--- src/rtl/dacf_pkg.sv ---
package dacf_pkg;
    localparam int SEG_W  = 4;
    localparam int N_SEG  = 3;
    localparam int CODE_W = SEG_W * N_SEG;

    typedef logic [CODE_W-1:0] code_t;

    typedef struct packed {
        code_t straight;
        code_t cmpl;
        code_t offs;
    } code_views_t;

    function automatic code_views_t make_views(code_t c);
        code_views_t v;
        v.straight = c;
        v.cmpl     = ~c;
        v.offs     = {~c[CODE_W-1], c[CODE_W-2:0]};
        return v;
    endfunction
endpackage

--- src/rtl/dacf_seg_reg.sv ---
module dacf_seg_reg #(
    parameter int SEG_W       = 4,
    parameter int MIN_WIN_CYC = 63
) (
    input  logic             clk,
    input  logic             rst,
    input  logic             sel,
    input  logic [SEG_W-1:0] din,
    output logic [SEG_W-1:0] q_next,
    output logic [SEG_W-1:0] q,
    output logic             short_err
);
    localparam int CW = $clog2(MIN_WIN_CYC + 1);
    localparam logic [CW-1:0] WIN_MAX = CW'(MIN_WIN_CYC);

    logic [SEG_W-1:0] q_r;
    logic [CW-1:0]    cnt_q;
    logic             err_q;

    // level-sensitive capture modelled as per-cycle sampling
    always_comb q_next = sel ? din : q_r;

    always_ff @(posedge clk) begin
        if (rst) begin
            q_r   <= '0;
            cnt_q <= '0;
            err_q <= 1'b0;
        end else begin
            q_r <= q_next;
            if (sel)
                cnt_q <= (cnt_q == WIN_MAX) ? cnt_q : cnt_q + 1'b1;
            else
                cnt_q <= '0;
            err_q <= !sel && (cnt_q != '0) && (cnt_q < WIN_MAX);
        end
    end

    assign q         = q_r;
    assign short_err = err_q;

    AST_SEG_QUIET: assert property (@(posedge clk) disable iff (rst)
        !sel |=> $stable(q_r));

    AST_ERR_PULSE: assert property (@(posedge clk) disable iff (rst)
        err_q |=> !err_q);
endmodule

--- src/rtl/dacf_hold_reg.sv ---
module dacf_hold_reg #(
    parameter int CODE_W  = 12,
    parameter int OUT_DLY = 50
) (
    input  logic              clk,
    input  logic              rst,
    input  logic              xfer,
    input  logic [CODE_W-1:0] din,
    output logic [CODE_W-1:0] hold,
    output logic              valid
);
    localparam int DW = (OUT_DLY > 0) ? $clog2(OUT_DLY + 1) : 1;
    localparam logic [DW-1:0] DLY_LOAD = DW'(OUT_DLY);

    logic [CODE_W-1:0] hold_q;
    logic [DW-1:0]     dly_q;

    always_ff @(posedge clk) begin
        if (rst) begin
            hold_q <= '0;
            dly_q  <= '0;
        end else begin
            if (xfer) begin
                hold_q <= din;
                dly_q  <= DLY_LOAD;
            end else if (dly_q != '0) begin
                dly_q <= dly_q - 1'b1;
            end
        end
    end

    assign hold  = hold_q;
    assign valid = (dly_q == '0);

    AST_HOLD_FREEZE: assert property (@(posedge clk) disable iff (rst)
        !xfer |=> $stable(hold_q));

    AST_HOLD_TRACK: assert property (@(posedge clk) disable iff (rst)
        xfer |=> hold_q == $past(din));

    generate
        if (OUT_DLY > 0) begin : g_dly_chk
            AST_VALID_DROP: assert property (@(posedge clk) disable iff (rst)
                xfer |=> !valid);
        end
    endgenerate
endmodule

--- src/rtl/dac_dbuf_front.sv ---
module dac_dbuf_front
    import dacf_pkg::*;
#(
    parameter int MIN_WIN_CYC = 63, // 250 ns at a 4 ns clock, rounded up
    parameter int OUT_DLY     = 50  // 200 ns at a 4 ns clock
) (
    input  logic              clk,
    input  logic              rst,
    input  logic [SEG_W-1:0]  bus_data,
    input  logic              chip_en_n,
    input  logic              seg_en_hi,
    input  logic              seg_en_mid,
    input  logic              seg_en_lo,
    input  logic              xfer,
    output logic [CODE_W-1:0] code_out,
    output logic [CODE_W-1:0] code_cmpl,
    output logic [CODE_W-1:0] code_bip,
    output logic              code_valid,
    output logic              proto_err
);
    logic [N_SEG-1:0] seg_en;
    logic [N_SEG-1:0] seg_sel;
    logic [N_SEG-1:0] seg_err;
    code_t            seg_next;
    code_t            seg_cur;
    code_t            hold;
    code_views_t      views;

    // index 0 = low nibble, N_SEG-1 = high nibble
    assign seg_en = {seg_en_hi, seg_en_mid, seg_en_lo};

    generate
        for (genvar i = 0; i < N_SEG; i++) begin : g_seg
            assign seg_sel[i] = !chip_en_n && seg_en[i];
            dacf_seg_reg #(
                .SEG_W       (SEG_W),
                .MIN_WIN_CYC (MIN_WIN_CYC)
            ) u_seg (
                .clk       (clk),
                .rst       (rst),
                .sel       (seg_sel[i]),
                .din       (bus_data),
                .q_next    (seg_next[i*SEG_W +: SEG_W]),
                .q         (seg_cur[i*SEG_W +: SEG_W]),
                .short_err (seg_err[i])
            );
        end
    endgenerate

    dacf_hold_reg #(
        .CODE_W  (CODE_W),
        .OUT_DLY (OUT_DLY)
    ) u_hold (
        .clk   (clk),
        .rst   (rst),
        .xfer  (xfer),
        .din   (seg_next),
        .hold  (hold),
        .valid (code_valid)
    );

    always_comb views = make_views(hold);

    assign code_out  = views.straight;
    assign code_cmpl = views.cmpl;
    assign code_bip  = views.offs;
    assign proto_err = |seg_err;

    AST_CE_GATES_ALL: assert property (@(posedge clk) disable iff (rst)
        chip_en_n |=> seg_cur == $past(seg_cur));

    AST_SEG_LOAD: assert property (@(posedge clk) disable iff (rst)
        (!chip_en_n && seg_en_hi) |=> seg_cur[CODE_W-1 -: SEG_W] == $past(bus_data));
endmodule

--- config.mk ---
export PLATFORM = sky130hd
export DESIGN_NAME = dac_dbuf_front
export DESIGN_NICKNAME = d
export VERILOG_FILES = /design/src/rtl/dacf_pkg.sv /design/src/rtl/dacf_seg_reg.sv /design/src/rtl/dacf_hold_reg.sv /design/src/rtl/dac_dbuf_front.sv
export SDC_FILE = /design/constraint.sdc
export NUM_CORES = 1
export LEC_CHECK = 0
export BUFFER_PORTS_ARGS = -buffer_cell sky130_fd_sc_hd__buf_4
export CAP_MARGIN = 30
export CORE_ASPECT_RATIO = 0.5
export CORE_MARGIN = 8
export CORE_UTILIZATION = 44
export CTS_CLUSTER_DIAMETER = 120
export DETAILED_ROUTE_END_ITERATION = 8
export GPL_TIMING_DRIVEN = 0
export PLACE_DENSITY_LB_ADDON = 0.08
export SLEW_MARGIN = 20
export SYNTH_ARGS = -nofsm -noshare
export SYNTH_HDL_FRONTEND = slang
export SYNTH_SLANG_ARGS = --single-unit
export TNS_END_PERCENT = 30
--- constraint.sdc ---
create_clock -name clk -period 2.35 [get_ports clk]
set_input_delay 0.3525 -clock clk [delete_from_list [all_inputs] [get_ports clk]]
set_output_delay 0.3525 -clock clk [all_outputs]
set_load 0.1 [all_outputs]
## Yosys cells after proc, flatten, opt, wreduce, memory -nomap -nowiden

Cells that the tools add are included.

- Bits in registers: 51
- Input port bits: 11
- Output and inout port bits: 38
- Logic and storage cells: 56

- $add $sub $neg: 4
- Order comparisons: 3
- Eq/ne operators: 3
- Mux-type cells: 5
- Bitwise gates (word level): 5
- Reductions and logical operators: 24

Operator list:

| cell | count |
|---|---|
| nonzero test 6 bit | 4 |
| adder 6 x 1 -> 6 bit (second input constant) | 3 |
| == test 6 bit (second input constant) | 3 |
| < comparator 6 bit (second input constant) | 3 |
| 2-to-1 mux 4 bit | 3 |
| 2-to-1 mux 6 bit | 2 |
| inverter 12 bit | 1 |
| logical AND 1 bit | 9 |
| OR reduction 2 bit | 4 |
| zero test 6 bit | 1 |
| subtractor 6 x 1 -> 6 bit (second input constant) | 1 |
| zero test 1 bit | 4 |
| inverter 1 bit | 4 |
| OR reduction 3 bit | 1 |
| nonzero test 2 bit | 1 |

## Logic depth before layout (Yosys ltp)

Gate-level depths: netlist of run 1.

- Depth in word-level cells: 5
- Mapped depth: 5
- Gate-level depth less buffers: 5

## Cells and area by module

A second synthesis of run 1 with hierarchy kept.

- Cell total of the unflattened synthesis: 258
- Area, all modules: 2384.8 um^2

By module, submodules not included:

| module | instances | cells an instance | area each (um^2) | sequential area each (um^2) |
|---|---|---|---|---|
| dacf_seg_reg | 3 | 52 | 494.2 | 220.2 |
| dacf_hold_reg | 1 | 74 | 742.0 | 360.3 |
| dac_dbuf_front | 1 | 28 | 160.2 | 0.0 |

## Least setup slack after synthesis of run 1

No wires, ideal clock.

- Path kind: reg2out
- Start: register u_hold.dly_q[4]
- End: output code_valid
- Arrival time: 2128 ps
- Required time: 1997 ps
- Slack: -130 ps
- Stages on the path, launching flop included: 4
- Buffers on the path: 1
- Path through: dfxtp_1 or3_1 buf_6 nor2_1

- Cells in the longest elaborated chain, start to end: 1

RTL lines:

| what | RTL line | text |
|---|---|---|
| from (decl) | dacf_hold_reg.sv:16 | `logic [DW-1:0] dly_q;` |
| from (signal assigned) | dacf_hold_reg.sv:27 | `dly_q <= dly_q - 1'b1;` |
| zero test 6 bit | dacf_hold_reg.sv:33 | `assign valid = (dly_q == '0);` |
| to (decl) | dac_dbuf_front.sv:18 | `output logic code_valid,` |

No other way between the ends.

## Final worst setup path of run 1

- Start: register u_hold.dly_q[0]
- End: output code_valid

Same word-level chain as after synthesis.

==> results.yml, run 1 <==
grt:
  grt_pass1_wl_um: 8390
  globalRoute.totalOverflow: 0
  grtUsageTotal: 0.127
  met2_usage: 0.229
  grt_pass1_vias: 1831
  grt_max_degree: 17
  use_met1: 0.142
  grt_busiest_layer: "met2"
  grtUsageMet3: 0.0408
  grt_antenna_before_repair: 0
synthesis:
  synth_ff_type: "dfxtp_1"
  ys_async_sr_fraction: 0
  syn_avg_cell_area_sq_um: 8.96
  ys_ff_latch: 51
  syn-num-nets: 281
  synth_edf_count: 0
  yosysSeqAreaShare: 0.435
  synth_warnings: 0
  syn-cell-area_sq_um: 2350
  synth_cell_type_count: 41
  syn_inst: 262
finish:
  antennaDiodeCount: 0
  final_cell_mix: "60 x buf_4, 51 x dfxtp_1, 30 x nor2_1"
  drive_above_1_share: 0.264
  nets: 336
  final_common_cell: "buf_4"
  area_growth_pct: 25.0
sta:
  period_needed_ns: 2.05
  setup-violations-final: 0
  worst_pin_slew_ns: 0.476
  fin_worst_skew_ns: 0.00492
  fin_crit_sh: 0.872
  clock.fmax_mhz: 488
  hold_viol_final: 0
  worst_slack_ns: 0.301
  rsz0062_at_grt: "false"
  final-max-slew-violation-count: 0
  final.setup.tns_ns: 0
  slew_headroom: 0.683
floorplanning:
  die-area_sq_um: 8070
  std_cell_rows: 18
  pin_count: 49
  die_w_um: 119
  die_h_um: 67.6
  initial_utilization: 0.467
  core-area_sq_um: 5020
critical_path:
  cp-end-kind: "output pin"
  critPathSlowestCell: "dfxtp_1"
  cp_cell_sequence: "inv_1, ha_1, nand2b_1, nor2_2, buf_4"
  worstSetupPathType: "flip-flop to output pin"
  r2r_cells: 5
  rr_endpoint: "u_hold.dly_q[1]"
  r2r_start: "u_hold.dly_q[0]"
  worst_setup_path_start_kind: "flip-flop"
  cpLargestDelayFamily: "buffers and inverters"
  critPathMaxStageDelay_ns: 0.36
  crit_arrival_ns: 1.70
  critPathMaxFanout: 6
  r2r_setup_slack_ns: 0.90
  cp_num_buf_inv: 2
  cp_data_required_time_ns: 2.00
cts:
  cts_setup_buffers: 0
  htree_levels: 2
  ctsResizeCount: 0
  clockBufferDepth: 2
  clk_pin_slew_ns: 0.10
  cts-root-buf: "clkbuf_8"
  tritoncts: "yes"
  clock_latency_ns: 0.31
  cts.sinks: 51
  cts_buffers: 5
  cts_hold_buffers: 0
routing:
  dr.pass1.iters: 4
  routed_wl_um: 5080
  wl_per_cell_um: 13.1
  drc: 0
  ant_nets: 0
  num_vias: 1941
  drt_iter0_drc: 122
  vias_per_cell: 5.00
pwr:
  p_clk_frac: 0.319
  vdd_drop_max_uv: 416
  cellPowerDensity_nw_per_um2: 782
  power_frac_seq: 0.408
  power.internal_mw: 1.50
  power_frac_comb: 0.273
  switching_power_mw: 0.797
  swShare: 0.348
  p_leak_nw: 1.32
placement:
  pre_cts_ws_ns: 0.648
  io_buffers: 48
  dp_hpwl_um: 3890
  gp_congestion: 0.805
hold_path:
  hold_path_startpoint: "bus_data[3]"
  hold_depth: 3
  whs_endpoint: "g_seg[0].u_seg.q[3]"
  min_path_type: "input port to flip-flop"
flow_run:
  drv_cap: 0
run_status:
  status: "finished, final reports clean"
==> cell families after synthesis <==
| group | Yosys count | synth area share |
|---|---|---|
| simple gates | 98 | 0.232 |
| flops | 51 | 0.435 |
| buf+inv | 46 | 0.103 |
| compound gates | 42 | 0.117 |
| mux | 12 | 0.0512 |
| fa+ha+maj | 8 | 0.0426 |
| xor+xnor | 5 | 0.0187 |
==> cell type report <==
| class | count | area [sq um] |
|---|---|---|
| Fill cell | 460 | 2090 |
| Buffer | 25 | 163 |
| Clock buffer | 5 | 68.8 |
| Multi-Input combinational cell | 165 | 1090 |
| Clock inverter | 3 | 67.6 |
| Tap cell | 70 | 87.6 |
| Timing Repair Buffer | 48 | 360 |
| Inverter | 21 | 78.8 |
| Sequential cell | 51 | 1020 |
==> synthesized netlist by cell type (5+ instances only) <==
cell / count / area (sq um)
buf_4: 12 / 90.1
nand3_1: 9 / 45.0
nand2_1: 12 / 45.0
nor2_1: 31 / 116
a21oi_1: 14 / 70.1
o21ai_0: 5 / 25.0
mux2i_1: 12 / 120
buf_2: 7 / 35.0
nor4_1: 6 / 37.5
and4b_1: 5 / 50.1
inv_1: 21 / 78.8
nor3_1: 12 / 60.1
a211oi_1: 13 / 97.6
ha_1: 8 / 100
dfxtp_1: 51 / 1020
==> sequential cells by signal (all words and copies together), names as in the netlist <==
signal,flops
g_seg.u_seg.cnt_q,18
g_seg.u_seg.q,12
g_seg.u_seg.short_err,3
u_hold.dly_q,6
u_hold.hold,12
==> how the worst max path moves through the flow <==
stage,startpoint,end,cells after the start
floorplan,u_hold.hold[11],code_cmpl[11],2
global placement,u_hold.dly_q[0],code_valid,5
detailed placement,u_hold.dly_q[0],code_valid,5
CTS,u_hold.dly_q[0],code_valid,5
global route,u_hold.dly_q[0],code_valid,5
finish,u_hold.dly_q[0],code_valid,5
==> power by group through the flow <==
stage          registers, mW  logic (mW)  clock network (mW)
2_1_floorplan           1.05       0.412                   0
5_1_grt                0.942       0.660               0.776
4_1_cts                0.936       0.631               0.749
3_5_place_dp           0.956       0.629                   0
6_report               0.935       0.626               0.732
3_3_place_gp           0.954       0.625                   0
==> worst register-to-register path, cell delays in order (launching register included) <==
cell and delay (ns):
dfxtp_1 0.36, inv_1 0.16, ha_1 0.21, nand2b_1 0.16, a31o_2 0.28, a311oi_1 0.20
==> per-stage QoR <==
| step | std cells | hold WS (ns) | total power, mW | area, sq um | utilization |
|---|---|---|---|---|---|
| after floorplan | 262 | 0.461 | 1.46 | 2350 | - |
| after global placement | 380 | 0.477 | 1.58 | 2800 | 0.557 |
| after detailed placement | 380 | 0.484 | 1.59 | 2800 | 0.557 |
| after CTS | 388 | 0.321 | 2.32 | 2930 | 0.584 |
| after global routing | 388 | 0.335 | 2.38 | 2930 | 0.584 |
| final | 388 | 0.322 | 2.29 | 2930 | 0.584 |
==> metal layers <==
layer,up-vias,part of all wire,wire length [um]
met4,0,0.0071,36
met2,23,0.50,2550
met1,908,0.45,2310
met3,5,0.035,180
li1,1005,-,-
met5,-,0,0
Power figures use the tool's default switching activity.
==> inputs of run 2 (changes only) <==
Settings changed: ABC_AREA set to 1.
==> run 2 against run 1 <==
Clock-buffer cell count increased by 2. Combinational power increased by 3.8%. Power decreased by 7.1%. Critical endpoint unchanged.
==> results.yml, run 2 <==
synthesis:
  syn_inst: 314
  synth_edf_count: 0
  synth_ff_type: "dfxtp_1"
  yosysSeqAreaShare: 0.437
  ys_async_sr_fraction: 0
  synth_warnings: 0
  yosys.cell_count.top_type: "nand2_1"
  synth_cell_type_count: 27
  yosys.area.top_type: "dfxtp_1"
  syn-cell-area_sq_um: 2340
  syn_avg_cell_area_sq_um: 7.44
  syn-num-nets: 333
  synth_top_cell_area_share: 0.437
  synth_common_cells: "66 x nand2_1, 62 x inv_1, 51 x dfxtp_1, 20 x o21ai_0, 19 x nor2_1"
  ys_ff_latch: 51
  synth_area_leaders: "dfxtp_1 44%, nand2_1 11%, inv_1 10%"
critical_path:
  r2r_setup_slack_ns: 1.04
  worstSetupPathType: "flip-flop to output pin"
  cp_cell_sequence: "inv_1, ha_1, nand2_1, nor2_1, buf_4"
  critPathSlowestCell: "dfxtp_1"
  critPathMaxFanout: 5
  cp_num_buf_inv: 2
  cpLargestDelayFamily: "buffers and inverters"
  crit_arrival_ns: 1.45
  r2r_start: "u_hold.dly_q[0]"
  cp-end-kind: "output pin"
  cp_data_required_time_ns: 2.00
  rr_endpoint: "u_hold.dly_q[0]"
  critPathMaxStageDelay_ns: 0.33
  r2r_cells: 5
  worst_setup_path_start_kind: "flip-flop"
floorplanning:
  die_w_um: 119
  initial_utilization: 0.465
  die_h_um: 67.5
  pin_count: 49
  die-area_sq_um: 8040
  std_cell_rows: 18
  core-area_sq_um: 5020
routing:
  ant_nets: 0
  vias_per_cell: 4.70
  drc: 0
  wl_per_cell_um: 11.4
  dr.pass1.iters: 4
  num_vias: 2068
  drt_iter0_drc: 62
  routed_wl_um: 5030
cts:
  cts_hold_buffers: 0
  htree_levels: 2
  cts-root-buf: "clkbuf_8"
  clk_pin_slew_ns: 0.08
  cts_buffers: 5
  clockBufferDepth: 2
  clock_latency_ns: 0.30
  tritoncts: "yes"
  cts.sinks: 51
  cts_setup_buffers: 0
  ctsResizeCount: 0
placement:
  place_area_sq_um: 2790
  dp_hpwl_um: 3960
  pre_cts_ws_ns: 0.876
  place_inst: 432
  io_buffers: 48
  gp_congestion: 0.894
finish:
  final_cell_mix: "66 x nand2_1, 61 x inv_1, 61 x buf_4"
  final_common_cell: "nand2_1"
  top_register: "g_seg.u_seg.cnt_q"
  antennaDiodeCount: 0
  fillCellCount: 474
  drive_above_1_share: 0.227
  area_growth_pct: 23.8
  nets: 388
  ff_latch_area_sq_um: 1020
  multi_input_area_sq_um: 940
  fin_cells: 440
  stdcell_area_sq_um: 2890
  largest_reg_flops: 18
run_status:
  status: "finished, final reports clean"
grt:
  grt_antenna_before_repair: 0
  grt_max_degree: 16
  grtUsageTotal: 0.133
  grt_pass1_vias: 2004
  globalRoute.totalOverflow: 0
  grt_pass1_wl_um: 8820
sta:
  fin_crit_sh: 0.769
  final.setup.tns_ns: 0
  setup-violations-final: 0
  period_needed_ns: 1.81
  final-max-slew-violation-count: 0
  hold_viol_final: 0
  worst_slack_ns: 0.544
  rsz0062_at_grt: "false"
  slew_headroom: 0.722
  fin_worst_skew_ns: 0.00381
  fin_hold_ws_ns: 0.264
  clock.fmax_mhz: 554
  worst_pin_slew_ns: 0.415
hold_path:
  whs_endpoint: "u_hold.dly_q[5]"
  hold_depth: 2
  min_path_type: "input port to flip-flop"
  hold_path_startpoint: "rst"
pwr:
  vdd_drop_max_uv: 362
  cellPowerDensity_nw_per_um2: 737
  p_leak_nw: 1.43
flow_run:
  drv_cap: 0
-- run 2: worst max-delay path by stage --
stage | from | endpoint | slack, ns | cells past startpoint
2_1_floorplan | u_hold.dly_q[0] | u_hold.dly_q[1] | 0.06 | 8
3_3_place_gp | u_hold.dly_q[0] | code_valid | 0.88 | 5
3_5_place_dp | u_hold.dly_q[0] | code_valid | 0.88 | 5
4_1_cts | u_hold.dly_q[0] | code_valid | 0.53 | 5
5_1_grt | u_hold.dly_q[0] | code_valid | 0.44 | 5
6_report | u_hold.dly_q[0] | code_valid | 0.54 | 5
-- run 2: cells by family after synthesis --
group,synth area share
xor+xnor,0.0113
simple gates,0.214
buf+inv,0.161
flops,0.437
compound gates,0.134
fa+ha+maj,0.0429
-- run 2: metal layers --
layer | vias to the layer above | GRT usage | wire (um)
met5 | - | 0 | 0
met2 | 41 | 0.243 | 2350
met4 | 0 | 0.0515 | 72
met1 | 926 | 0.146 | 2300
li1 | 1092 | - | -
met3 | 9 | 0.0441 | 308
-- run 2: area by class of cell --
| type | count | share of cell area |
|---|---|---|
| clock inverter | 1 | 0.00260 |
| multi-input combinational | 183 | 0.325 |
| tap | 70 | 0.0303 |
| clock buffer | 7 | 0.0333 |
| inverter | 63 | 0.0830 |
| buffer | 17 | 0.0480 |
| sequential | 51 | 0.353 |
| timing repair buffer | 48 | 0.125 |
-- run 2: worst reg2reg max path, stage by stage (launching register included) --
cell and delay [ns]:
dfxtp_1 0.33, inv_1 0.14, ha_1 0.19, nand4_1 0.24, o21ai_0 0.25, a21oi_1 0.06
-- run 2: power by group --
group	leakage [nW]	total, mW	internal [mW]	switching (mW)
combinational	0.963	0.650	0.149	0.501
sequential	0.418	0.930	0.905	0.0251
clock	0.0505	0.551	0.268	0.283
total	1.43	2.13	1.32	0.810
-- run 2: per-stage QoR --
| stage | total power, mW | utilization |
|---|---|---|
| global route | 2.24 | 0.576 |
| global placement | 1.60 | 0.555 |
| detailed placement | 1.60 | 0.555 |
| finish | 2.13 | 0.576 |
| CTS | 2.16 | 0.576 |
| floorplan | 1.47 | - |
